`src/rtl/mxadc_pkg.sv`:
```
package mxadc_pkg;
  typedef enum logic [1:0] {
    ST_IDLE = 2'd0,
    ST_ADDR = 2'd1,
    ST_RECV = 2'd2,
    ST_END  = 2'd3
  } mx_state_e;
endpackage

```
`src/rtl/mxadc_clkdiv.sv`:
```
// Half-period tick generator for the serial clock.
module mxadc_clkdiv #(
  parameter int HALF_DIV = 2
) (
  input  logic clk,
  input  logic rst_n,
  input  logic run,
  output logic tick
);
  localparam int CW = (HALF_DIV > 1) ? $clog2(HALF_DIV) : 1;
  localparam logic [CW-1:0] LAST = CW'(HALF_DIV - 1);

  logic [CW-1:0] cnt_q, cnt_d;

  always_comb begin
    tick  = run && (cnt_q == LAST);
    cnt_d = cnt_q;
    if (!run)      cnt_d = '0;
    else if (tick) cnt_d = '0;
    else           cnt_d = cnt_q + CW'(1);
  end

  always_ff @(posedge clk or negedge rst_n) begin
    if (!rst_n) cnt_q <= '0;
    else        cnt_q <= cnt_d;
  end
endmodule

```
`src/rtl/mxadc_txshift.sv`:
```
// Parallel-load shifter presenting its most-significant bit.
module mxadc_txshift #(
  parameter int W = 4
) (
  input  logic         clk,
  input  logic         rst_n,
  input  logic         load,
  input  logic [W-1:0] par,
  input  logic         shift,
  output logic         msb
);
  logic [W-1:0] q_q, q_d;
  logic         en;

  always_comb begin
    en  = load | shift;
    q_d = q_q;
    if (load)       q_d = par;
    else if (shift) q_d = {q_q[W-2:0], 1'b0};
  end

  always_ff @(posedge clk or negedge rst_n) begin
    if (!rst_n)  q_q <= '0;
    else if (en) q_q <= q_d;
  end

  assign msb = q_q[W-1];
endmodule

```
`src/rtl/mxadc_rxshift.sv`:
```
// Serial-in shifter collecting bits most-significant first.
module mxadc_rxshift #(
  parameter int W = 12
) (
  input  logic         clk,
  input  logic         rst_n,
  input  logic         shift,
  input  logic         sin,
  output logic [W-1:0] q
);
  logic [W-1:0] q_q, q_d;

  always_comb begin
    q_d = {q_q[W-2:0], sin};
  end

  always_ff @(posedge clk or negedge rst_n) begin
    if (!rst_n)     q_q <= '0;
    else if (shift) q_q <= q_d;
  end

  assign q = q_q;
endmodule

```
`src/rtl/mxadc_ctrl.sv`:
```
// Exchange sequencer: chip select, serial clock and line direction.
module mxadc_ctrl
  import mxadc_pkg::*;
#(
  parameter int ADDR_BITS = 4,
  parameter int RES_BITS  = 12,
  parameter int IDLE_CLKS = 2
) (
  input  logic clk,
  input  logic rst_n,
  input  logic tick,
  input  logic req_valid,
  output logic req_ready,
  output logic run,
  output logic cs,
  output logic sclk,
  output logic oe,
  output logic done,
  output logic addr_load,
  output logic addr_shift,
  output logic res_shift,
  output logic capture
);
  localparam int RX_RISES = IDLE_CLKS + 1 + RES_BITS;
  localparam int CNT_TOP  = (RX_RISES > ADDR_BITS) ? RX_RISES : ADDR_BITS;
  localparam int CNW      = $clog2(CNT_TOP + 1);
  localparam logic [CNW-1:0] ADDR_LAST = CNW'(ADDR_BITS);
  localparam logic [CNW-1:0] RX_LAST   = CNW'(RX_RISES);
  localparam logic [CNW-1:0] RES_FIRST = CNW'(IDLE_CLKS + 1);
  localparam logic [CNW-1:0] END_LAST  = CNW'(1);

  mx_state_e      state_q, state_d;
  logic [CNW-1:0] cnt_q, cnt_d;
  logic           cs_q, cs_d;
  logic           sclk_q, sclk_d;
  logic           oe_q, oe_d;
  logic           done_q, done_d;
  logic           en;

  // next-state process
  always_comb begin
    state_d    = state_q;
    cnt_d      = cnt_q;
    cs_d       = cs_q;
    sclk_d     = sclk_q;
    oe_d       = oe_q;
    done_d     = 1'b0;
    addr_load  = 1'b0;
    addr_shift = 1'b0;
    res_shift  = 1'b0;
    capture    = 1'b0;
    case (state_q)
      ST_IDLE: begin
        if (req_valid) begin
          state_d   = ST_ADDR;
          cs_d      = 1'b1;
          oe_d      = 1'b1;
          sclk_d    = 1'b0;
          cnt_d     = '0;
          addr_load = 1'b1;
        end
      end
      ST_ADDR: begin
        if (tick) begin
          if (!sclk_q) begin
            sclk_d = 1'b1;
            cnt_d  = cnt_q + CNW'(1);
          end else begin
            sclk_d = 1'b0;
            if (cnt_q == ADDR_LAST) begin
              cs_d    = 1'b0;
              oe_d    = 1'b0;
              cnt_d   = '0;
              state_d = ST_RECV;
            end else begin
              addr_shift = 1'b1;
            end
          end
        end
      end
      ST_RECV: begin
        if (tick) begin
          if (!sclk_q) begin
            sclk_d = 1'b1;
            cnt_d  = cnt_q + CNW'(1);
            if (cnt_q >= RES_FIRST) res_shift = 1'b1;
          end else begin
            sclk_d = 1'b0;
            if (cnt_q == RX_LAST) begin
              cs_d    = 1'b1;
              cnt_d   = '0;
              state_d = ST_END;
            end
          end
        end
      end
      ST_END: begin
        if (tick) begin
          if (cnt_q == END_LAST) begin
            cs_d    = 1'b0;
            done_d  = 1'b1;
            capture = 1'b1;
            cnt_d   = '0;
            state_d = ST_IDLE;
          end else begin
            cnt_d = cnt_q + CNW'(1);
          end
        end
      end
      default: state_d = ST_IDLE;
    endcase
  end

  // clock enable: idle waits on requests, busy states advance on ticks
  always_comb en = tick | (state_q == ST_IDLE) | done_q;

  // register process
  always_ff @(posedge clk or negedge rst_n) begin
    if (!rst_n) begin
      state_q <= ST_IDLE;
      cnt_q   <= '0;
      cs_q    <= 1'b0;
      sclk_q  <= 1'b0;
      oe_q    <= 1'b0;
      done_q  <= 1'b0;
    end else if (en) begin
      state_q <= state_d;
      cnt_q   <= cnt_d;
      cs_q    <= cs_d;
      sclk_q  <= sclk_d;
      oe_q    <= oe_d;
      done_q  <= done_d;
    end
  end

  assign req_ready = (state_q == ST_IDLE);
  assign run       = (state_q != ST_IDLE);
  assign cs        = cs_q;
  assign sclk      = sclk_q;
  assign oe        = oe_q;
  assign done      = done_q;
endmodule

```
`src/rtl/mxadc_host.sv`:
```
// Host controller for a half-duplex three-wire multiplexed ADC.
module mxadc_host #(
  parameter int HALF_DIV  = 2,
  parameter int IDLE_CLKS = 2,
  parameter int ADDR_BITS = 4,
  parameter int RES_BITS  = 12
) (
  input  logic                 clk,
  input  logic                 rst_n,
  input  logic                 req_valid,
  input  logic [ADDR_BITS-1:0] req_chan,
  output logic                 req_ready,
  output logic                 cs,
  output logic                 sclk,
  output logic                 dat_o,
  output logic                 dat_oe,
  input  logic                 dat_i,
  output logic                 done,
  output logic [RES_BITS-1:0]  result
);
  logic                run, tick;
  logic                addr_load, addr_shift, res_shift, capture;
  logic [RES_BITS-1:0] res_q;
  logic [RES_BITS-1:0] result_q;

  mxadc_clkdiv #(.HALF_DIV(HALF_DIV)) u_div (
    .clk   (clk),
    .rst_n (rst_n),
    .run   (run),
    .tick  (tick)
  );

  mxadc_ctrl #(
    .ADDR_BITS (ADDR_BITS),
    .RES_BITS  (RES_BITS),
    .IDLE_CLKS (IDLE_CLKS)
  ) u_ctrl (
    .clk        (clk),
    .rst_n      (rst_n),
    .tick       (tick),
    .req_valid  (req_valid),
    .req_ready  (req_ready),
    .run        (run),
    .cs         (cs),
    .sclk       (sclk),
    .oe         (dat_oe),
    .done       (done),
    .addr_load  (addr_load),
    .addr_shift (addr_shift),
    .res_shift  (res_shift),
    .capture    (capture)
  );

  mxadc_txshift #(.W(ADDR_BITS)) u_tx (
    .clk   (clk),
    .rst_n (rst_n),
    .load  (addr_load),
    .par   (req_chan),
    .shift (addr_shift),
    .msb   (dat_o)
  );

  mxadc_rxshift #(.W(RES_BITS)) u_rx (
    .clk   (clk),
    .rst_n (rst_n),
    .shift (res_shift),
    .sin   (dat_i),
    .q     (res_q)
  );

  always_ff @(posedge clk or negedge rst_n) begin
    if (!rst_n)       result_q <= '0;
    else if (capture) result_q <= res_q;
  end

  assign result = result_q;
endmodule

```
`config.mk`:
```
export PLATFORM = sky130hd
export DESIGN_NAME = mxadc_host
export DESIGN_NICKNAME = d
export VERILOG_FILES = /design/src/rtl/mxadc_pkg.sv /design/src/rtl/mxadc_clkdiv.sv /design/src/rtl/mxadc_txshift.sv /design/src/rtl/mxadc_rxshift.sv /design/src/rtl/mxadc_ctrl.sv /design/src/rtl/mxadc_host.sv
export SDC_FILE = /design/constraint.sdc
export NUM_CORES = 1
export LEC_CHECK = 0
export BUFFER_PORTS_ARGS = -buffer_cell sky130_fd_sc_hd__buf_2
export CAP_MARGIN = 10
export CORE_ASPECT_RATIO = 0.7
export CORE_UTILIZATION = 63
export CTS_BUF_LIST = sky130_fd_sc_hd__clkbuf_8
export DETAILED_ROUTE_END_ITERATION = 8
export GPL_TIMING_DRIVEN = 0
export PLACE_DENSITY_LB_ADDON = 0.2
export SKIP_LAST_GASP = 1
export SLEW_MARGIN = 20
export SYNTH_ARGS = -nofsm -noshare
export SYNTH_HDL_FRONTEND = slang
export SYNTH_SLANG_ARGS = --single-unit
```
`constraint.sdc`:
```
create_clock -name clk -period 4.7 [get_ports clk]
set_input_delay 0.94 -clock clk [delete_from_list [all_inputs] [get_ports clk]]
set_output_delay 0.94 -clock clk [all_outputs]
set_load 0.02 [all_outputs]
```
==> Implementation_results.wiki, run 1 <==
{| class="wikitable"
! Metric !! Value
|-
| Die Outline Area || 0.003197 mm²
|-
| Worst max-slew margin expressed relative to the limit || 0.4549
|-
| Critical path class || register to register
|-
| Post-CTS sizing || 0
|-
| Register area share after synthesis || 0.5214
|-
| Post-synth cell types || 39
|-
| Antenna Diode Count || 0
|-
| Clock root cell || sky130_fd_sc_hd__clkbuf_8
|-
| Total GRT Usage || 0.2279
|-
| DRT Wirelength || 3.275 mm
|-
| Clock latency of the later-clocked register in the worst-skew pair || 0.28 ns
|-
| Met1 wire length || 1.628 mm
|-
| Hold Path Sink || u_ctrl.cs$_DFFE_PN0P_
|-
| Weighted congestion at the end of routability-driven global placement || 0.8077
|-
| Global-route congestion overflow total || 0
|-
| Count of synthesis-stage warnings from yosys || 0
|-
| Highest-count cells in the layout ignoring fill and taps || sky130_fd_sc_hd__dfrtp_1 (39), sky130_fd_sc_hd__mux2_2 (30), sky130_fd_sc_hd__buf_2 (28)
|-
| Number of flops mapped to enable cells by yosys || 0
|-
| Crit path launch type || register
|-
| Floorplan core area || 0.002803 mm²
|-
| Critical Path Fanout Max || 10
|-
| Startpoint of the worst hold path || u_ctrl.cs$_DFFE_PN0P_
|-
| Fin Setup TNS || 0 ns
|-
| Number of buffers inserted to repair setup after CTS || 0
|-
| Clock-pin slew reported for the worst setup and hold paths after clock tree synthesis || 0.08 ns
|-
| Largest net degree at the start of global routing || 40
|-
| Routed length per placed instance || 15.30 µm
|-
| Peak VDD IR || 0.2645 mV
|-
| Pre-antenna DRT Iters || 4
|-
| R2r worst-path depth || 7
|-
| Vias in the first global route || 1112
|-
| Netlist area before placement || 0.001872 mm²
|-
| Worst R2R Start || u_ctrl.state_q[1]$_DFFE_PN0P_
|-
| Asr flop ratio synth || 1.000
|-
| IO Pins || 26
|-
| Hold depth || 1
|-
| Count of routing violations after the opening detailed-route iteration || 54
|-
| Final setup violation count || 0
|-
| Vias per Instance || 5.664
|-
| Max Buffers Root-to-Sink || 2
|-
| Global-route wire length before repair || 5.140 mm
|-
| Power after layout || 625.9 µW
|-
| Worst path required time || 4.86 ns
|-
| Transition time of the tightest slew-check pin || 0.8177 ns
|-
| Die span in y || 47.61 µm
|-
| Count of mapped cells out of synthesis || 145
|-
| Reg-to-Reg End || u_rx.q[2]$_DFFE_PN0P_
|-
| Power per Cell Area || 289.8 mW/mm²
|-
| Initial Util || 0.6679
|-
| Number of nets produced by synthesis || 161
|-
| Hold violation count in the final report || 0
|-
| Number of buffers added by the clock tree synthesis step || 5
|-
| Signed area change from the synthesized netlist to the final layout || 15.37%
|-
| Mapped Avg Cell Area || 12.91 µm²
|-
| Overall die width || 67.15 µm
|-
| Fraction of the cycle the final worst path needs || 0.4736
|-
| Antenna violations before repair || 0
|-
| Final standard cell utilization of the core || 0.7705
|-
| Ratio of cells with drive above 1 in the final layout || 0.4438
|-
| Number of port buffers || 25
|-
| Max Cap Viol || 0
|-
| Fin. max-slew vios || 0
|-
| Maximum clock rate || 449.3 MHz
|-
| Worst-case hold slack || 0.4996 ns
|-
| Uppermost signal routing layer after detailed routing || met4
|-
| Residual DRC || 0
|-
| Min-delay worst type || register to register
|-
| CTS hold repair buffers || 0
|-
| CTS H-Tree Depth || 2
|-
| DR vias || 1212
|-
| Final ANT Viol Nets || 0
|-
| Status || finished, final reports clean
|-
| Clock sinks || 39
|-
| Post-synthesis sequential element count || 39
|-
| Met2 Wirelength || 1.518 mm
|-
| TritonCTS clock tree || done
|-
| Most frequent standard cell in the layout excluding fill and tap cells || sky130_fd_sc_hd__dfrtp_1
|-
| Setup repair after global routing missed its margin || false
|-
| Number of standard-cell rows in the floorplan || 16
|-
| Detail Placement HPWL || 2.459 mm
|-
| Primary flip-flop cell chosen by synthesis mapping || sky130_fd_sc_hd__dfrtp_1
|-
| Endpoint class of the critical path || register
|-
| Minimum clock period after layout || 2.226 ns
|-
| Critical path arrival || 2.39 ns
|-
| Minimum setup slack among reg-to-reg paths || 2.47 ns
|-
| Layout Skew || 0.009041 ns
|-
| Nets@finish || 193
|-
| Metal3 WL || 112 µm
|-
| Static leakage || 0.001150 µW
|}
-- logic make-up (layout without fill, tap and decap cells) --
logic type / after synthesis / count (layout) / synth area share
AO/OA/AOI/OAI: 16 / 16 / 0.06619
adder cells (fa/ha/maj): 8 / 8 / 0.05348
buffers and inverters: 12 / 45 / 0.03609
flip-flops: 39 / 39 / 0.5214
multiplexers: 34 / 34 / 0.2032
AND/OR/NAND/NOR: 36 / 36 / 0.1196
-- power by group --
part	switching (µW)	leakage, µW	internal (µW)
combinational	7.33	0.000561	2.58
clock	109	0.0000612	172
sequential	0	0.000527	335
total	116	0.00115	510
-- state kept, by name (all words and copies together), names as in the netlist --
| register | flops |
|---|---|
| u_ctrl.cs | 1 |
| u_rx.q | 12 |
| u_ctrl.sclk | 1 |
| u_ctrl.done | 1 |
| u_div.cnt_q | 1 |
| u_tx.q_q | 4 |
| u_ctrl.oe | 1 |
| u_ctrl.state_q | 2 |
| u_ctrl.cnt_q | 4 |
| result | 12 |
-- through the flow --
step | worst slack [ns] | area [µm²] | cells
after detailed placement | 2.497 | 2042 | 206
after global placement | 2.592 | 2042 | 206
after floorplan | 2.660 | 1872 | 145
after CTS | 2.466 | 2160 | 214
after global routing | 2.398 | 2160 | 214
final | 2.474 | 2160 | 214
-- final cells by class --
| type | count | area [µm²] |
|---|---|---|
| Clock buffer | 6 | 82.58 |
| Sequential cell | 39 | 975.9 |
| Buffer | 6 | 45.04 |
| Tap cell | 36 | 45.04 |
| Inverter | 6 | 22.52 |
| Fill cell | 183 | 643.1 |
| Timing Repair Buffer | 25 | 125.1 |
| Clock inverter | 2 | 35.03 |
| Multi-Input combinational cell | 94 | 828.3 |
-- worst max path at each step --
stage                                             start  slack (ns)                      to
after global placement    u_ctrl.state_q[1]$_DFFE_PN0P_        2.59   u_rx.q[3]$_DFFE_PN0P_
after detailed placement  u_ctrl.state_q[1]$_DFFE_PN0P_        2.50  u_rx.q[10]$_DFFE_PN0P_
final                     u_ctrl.state_q[1]$_DFFE_PN0P_        2.47   u_rx.q[2]$_DFFE_PN0P_
after global routing      u_ctrl.state_q[1]$_DFFE_PN0P_        2.40   u_rx.q[2]$_DFFE_PN0P_
after floorplan           u_ctrl.state_q[0]$_DFFE_PN0P_        2.66  u_rx.q[10]$_DFFE_PN0P_
after CTS                 u_ctrl.state_q[1]$_DFFE_PN0P_        2.47   u_rx.q[2]$_DFFE_PN0P_
-- cell usage after synthesis, types with 2 or more instances --
library cell	count	area share
sky130_fd_sc_hd__and2_1	2	0.0067
sky130_fd_sc_hd__o21ai_0	4	0.011
sky130_fd_sc_hd__ha_1	8	0.053
sky130_fd_sc_hd__mux2i_1	2	0.011
sky130_fd_sc_hd__nand4_1	4	0.013
sky130_fd_sc_hd__dfrtp_1	39	0.52
sky130_fd_sc_hd__mux2_2	30	0.18
sky130_fd_sc_hd__mux2_1	2	0.012
sky130_fd_sc_hd__nand3_1	3	0.0080
sky130_fd_sc_hd__a21oi_1	2	0.0053
sky130_fd_sc_hd__buf_2	3	0.0080
sky130_fd_sc_hd__nor2b_1	2	0.0067
sky130_fd_sc_hd__inv_1	6	0.012
sky130_fd_sc_hd__nor2_1	6	0.012
sky130_fd_sc_hd__nor3_1	2	0.0053
sky130_fd_sc_hd__buf_6	2	0.012
sky130_fd_sc_hd__nand2_1	6	0.012
-- critical path: stages, from the launching register on --
cell and delay, ns:
sky130_fd_sc_hd__dfrtp_1 0.41, sky130_fd_sc_hd__inv_1 0.11, sky130_fd_sc_hd__ha_1 0.21, sky130_fd_sc_hd__buf_2 0.18
sky130_fd_sc_hd__nand2b_4 0.18, sky130_fd_sc_hd__nor4b_2 0.40, sky130_fd_sc_hd__buf_4 0.27, sky130_fd_sc_hd__mux2_2 0.35
-- metal layers --
metal	vias up	global-route usage
met5	-	0
met4	0	0.05106
met3	2	0.06667
met2	25	0.3920
met1	596	0.2926
li1	589	-
(Power assumes the default switching activity.)
==> run 2, diff against run 1 <==
--- a/config.mk
+++ b/config.mk
@@ -5,10 +5,11 @@
 export SDC_FILE = /design/constraint.sdc
 export NUM_CORES = 1
 export LEC_CHECK = 0
+export ABC_AREA = 1
 export BUFFER_PORTS_ARGS = -buffer_cell sky130_fd_sc_hd__buf_2
 export CAP_MARGIN = 10
 export CORE_ASPECT_RATIO = 0.7
-export CORE_UTILIZATION = 63
+export CORE_UTILIZATION = 59
 export CTS_BUF_LIST = sky130_fd_sc_hd__clkbuf_8
 export DETAILED_ROUTE_END_ITERATION = 8
 export GPL_TIMING_DRIVEN = 0
==> constraint.sdc (replaced) <==
create_clock -name clk -period 2.23 [get_ports clk]
set_input_delay 0.446 -clock clk [delete_from_list [all_inputs] [get_ports clk]]
set_output_delay 0.446 -clock clk [all_outputs]
set_load 0.02 [all_outputs]
==> run 2 against run 1 <==
The flow now finishes with violations (DRC); count of clock-buffer cells in the layout is 1 lower; register-to-register slack worse by 2.1 ns; global-route usage up 0.45 points; via count is 21% higher; design area increased by 5.7%; sequential share of layout area down 2.5 points; synthesized cell count is 56% higher; setup slack worse by 2.1 ns; clock skew is 0.0063 ns lower; flip-flop and latch count is the same; critical path depth decreased by 4; largest cell class unchanged.
==> Implementation_results.wiki, run 2 <==
{| class="wikitable"
! Metric !! Value
|-
| Highest-count cells in the layout ignoring fill and taps || sky130_fd_sc_hd__nand2_1 (74), sky130_fd_sc_hd__dfrtp_1 (39), sky130_fd_sc_hd__inv_1 (29)
|-
| Clock-pin slew reported for the worst setup and hold paths after clock tree synthesis || 0.07 ns (about the same)
|-
| Routed length per placed instance || 12.33 µm (-19%)
|-
| Count of mapped cells out of synthesis || 226 (+56%)
|-
| Total GRT Usage || 0.2324 (+0.004531)
|-
| Minimum clock period after layout || 1.860 ns
|-
| Die span in y || 50.45 µm (+6.0%)
|-
| Status || complete, but fails checks
|-
| Critical path arrival || 1.41 ns (-0.98 ns)
|-
| Clock latency of the later-clocked register in the worst-skew pair || 0.29 ns (about the same)
|-
| Global-route congestion overflow total || 0 (unchanged)
|-
| Cell with the most instances after synthesis || sky130_fd_sc_hd__nand2_1
|-
| Register area share after synthesis || 0.4934 (-0.02803)
|-
| Transition time of the tightest slew-check pin || 0.8399 ns (+0.02218 ns)
|-
| Final standard cell utilization of the core || 0.7205 (-0.05005)
|-
| Power per Cell Area || 1154 mW/mm² (+300%)
|-
| Non-Filler Instances || 297 (+39%)
|-
| Post-synth cell types || 26 (-33%)
|-
| Final setup violation count || 0 (unchanged)
|-
| Fraction of the cycle the final worst path needs || 0.8340
|-
| DRT Wirelength || 3.662 mm (+12%)
|-
| Crit path launch type || register
|-
| Min-delay worst type || input pin to async pin
|-
| Largest net degree at the start of global routing || 40 (unchanged)
|-
| Antenna violations before repair || 0 (unchanged)
|-
| Commonest cells in the synthesized netlist || sky130_fd_sc_hd__nand2_1 (74), sky130_fd_sc_hd__dfrtp_1 (39), sky130_fd_sc_hd__inv_1 (28)
|-
| Count of routing violations after the opening detailed-route iteration || 110 (+100%)
|-
| Fin Setup TNS || 0 ns (unchanged)
|-
| Worst path required time || 1.78 ns (-3.08 ns)
|-
| Cell with the biggest individual delay on the critical path || sky130_fd_sc_hd__dfrtp_1
|-
| Max Cap Viol || 0 (unchanged)
|-
| Most frequent standard cell in the layout excluding fill and tap cells || sky130_fd_sc_hd__nand2_1
|-
| Mapped Avg Cell Area || 8.753 µm² (-32%)
|-
| Count of synthesis-stage warnings from yosys || 0 (unchanged)
|-
| Floorplan core area || 0.003169 mm² (+13%)
|-
| Largest delay contributor family on the critical path || flip-flops
|-
| Multi-input gate area in the final layout || 845.8 µm² (+2.1%)
|-
| Overall die width || 71.21 µm (+6.0%)
|-
| Max Buffers Root-to-Sink || 2 (unchanged)
|-
| Number of placed instances, taps included || 289 (+40%)
|-
| Signed area change from the synthesized netlist to the final layout || 15.43% (about the same)
|-
| Number of buffers inserted to repair setup after CTS || 0 (unchanged)
|-
| Pre-antenna DRT Iters || 6 (+2)
|-
| Vias in the first global route || 1240 (+12%)
|-
| Peak VDD IR || 0.8447 mV (+220%)
|-
| Setup repair after global routing missed its margin || false
|-
| IO Pins || 26 (unchanged)
|-
| Post-synthesis sequential element count || 39 (unchanged)
|-
| Weighted congestion at the end of routability-driven global placement || 0.8544 (+5.8%)
|-
| Initial Util || 0.6242 (-0.04370)
|-
| Minimum setup slack among reg-to-reg paths || 0.39 ns (-2.08 ns)
|-
| Post-CTS sizing || 0 (unchanged)
|-
| Asr flop ratio synth || 1.000 (unchanged)
|-
| Final setup margin || 0.3701 ns (-2.104 ns)
|-
| Pre-CTS setup slack || 0.4214 ns (-2.076 ns)
|-
| Number of flops mapped to enable cells by yosys || 0 (unchanged)
|-
| Static leakage || 0.001161 µW (+0.93%)
|-
| Detail Placement HPWL || 2.632 mm (+7.0%)
|-
| Number of nets produced by synthesis || 242 (+50%)
|-
| Clock sinks || 39 (unchanged)
|-
| Number of port buffers || 25 (unchanged)
|-
| CTS H-Tree Depth || 2 (unchanged)
|-
| Worst max-slew margin expressed relative to the limit || 0.4401 (-0.01479)
|-
| Antenna Diode Count || 0 (unchanged)
|-
| Delay of the slowest cell on the worst path || 0.43 ns (+0.02 ns)
|-
| Hold violation count in the final report || 0 (unchanged)
|-
| Vias per Instance || 4.923 (-13%)
|-
| Sequential cell area in the final layout || 975.9 µm² (unchanged)
|-
| CP cell instances || inv_1 -> ha_1 -> buf_2
|-
| Synth top area share || 0.4934 (-0.02803)
|-
| Clock root cell || sky130_fd_sc_hd__clkbuf_8
|-
| Primary flip-flop cell chosen by synthesis mapping || sky130_fd_sc_hd__dfrtp_1
|-
| Bufs and invs on worst path || 2 (-1)
|-
| Final ANT Viol Nets || 0 (unchanged)
|-
| Maximum clock rate || 537.7 MHz
|-
| Library cell occupying the most area in the post-synthesis netlist || sky130_fd_sc_hd__dfrtp_1
|-
| Number of standard-cell rows in the floorplan || 17 (+1)
|-
| Violations in the final reports || DRC
|-
| Synth area leaders || sky130_fd_sc_hd__dfrtp_1 (49%), sky130_fd_sc_hd__nand2_1 (14%), sky130_fd_sc_hd__inv_1 (5.3%)
|-
| Critical Path Fanout Max || 7 (-3)
|-
| Ratio of cells with drive above 1 in the final layout || 0.2432 (-0.2006)
|-
| Number of filler cells placed in the layout || 242 (+32%)
|-
| CTS hold repair buffers || 0 (unchanged)
|-
| Global-route wire length before repair || 6.092 mm (+19%)
|-
| DR vias || 1462 (+21%)
|-
| Number of buffers added by the clock tree synthesis step || 5 (unchanged)
|-
| TritonCTS clock tree || done
|-
| Die Outline Area || 0.003592 mm² (+12%)
|-
| Layout Skew || 0.002710 ns (-0.006331 ns)
|-
| Fin. max-slew vios || 0 (unchanged)
|-
| Netlist area before placement || 0.001978 mm² (+5.7%)
|-
| Residual DRC || 3 (+3)
|-
| Endpoint class of the critical path || primary output
|-
| Critical path class || register to primary output
|-
| Nets@finish || 274 (+42%)
|}
[run 2: cells by family after synthesis]
kind of cell | after synthesis | share of synthesized area
AND/OR/NAND/NOR | 106 | 0.2385
XOR/XNOR | 1 | 0.004428
flip-flops | 39 | 0.4934
adder cells (fa/ha/maj) | 8 | 0.05060
buffers and inverters | 35 | 0.07906
AO/OA/AOI/OAI | 37 | 0.1341
[run 2: final timing paths]
path                                               start                             to  cells after the start
setup / recovery           u_ctrl.state_q[0]$_DFFE_PN0P_                      req_ready                      3
hold / removal                                     rst_n  u_ctrl.state_q[0]$_DFFE_PN0P_                      1
setup reg to reg           u_ctrl.state_q[0]$_DFFE_PN0P_    u_ctrl.cnt_q[3]$_DFFE_PN0P_                      9
hold reg to reg                    u_ctrl.cs$_DFFE_PN0P_          u_ctrl.cs$_DFFE_PN0P_                      2
max in group asynchronous                          rst_n          result[3]$_DFFE_PN0P_                      1
min in group clk                             req_chan[0]        u_tx.q_q[0]$_DFFE_PN0P_                      3
[run 2: report_power, final]
part           total (µW)  switching, µW  internal [µW]
logic                1040            704            338
clock network         686            244            442
registers             906           86.6            820
total                2630           1030           1600
[run 2: metrics by stage]
stage	hold slack, ns	area, µm²	total power, µW
CTS	0.2905	2283	2644
detailed placement	0.4620	2151	1951
global route	0.3232	2283	2824
floorplan	0.1504	1978	1699
global placement	0.4506	2151	1921
finish	0.2480	2283	2634
[run 2: area by class of cell]
| cell class | instances | area share |
|---|---|---|
| plain buffers | 5 | 0.01918 |
| clock buffers | 5 | 0.03014 |
| clock inverters | 3 | 0.02795 |
| inverters | 30 | 0.04932 |
| multi-input cells | 152 | 0.3704 |
| flip-flops and latches | 39 | 0.4274 |
| well taps | 38 | 0.02082 |
| repair buffers | 25 | 0.05479 |
[run 2: worst register-to-register path: cells and delay by family, from the launching register on]
kind                       cells  cell delay (ns)
and+or+nand+nor                5             0.60
DFF                            1             0.42
adders and majority gates      1             0.31
buffers and inverters          2             0.25
AOI/OAI and AO/OA              1             0.20
[run 2: per-layer routing]
metal | vias up | share of wire | GRT usage
met5 | - | 0 | 0
met4 | 0 | 0.013 | 0.08000
met3 | 5 | 0.058 | 0.07831
met2 | 36 | 0.38 | 0.2905
met1 | 647 | 0.55 | 0.3656
li1 | 774 | - | -
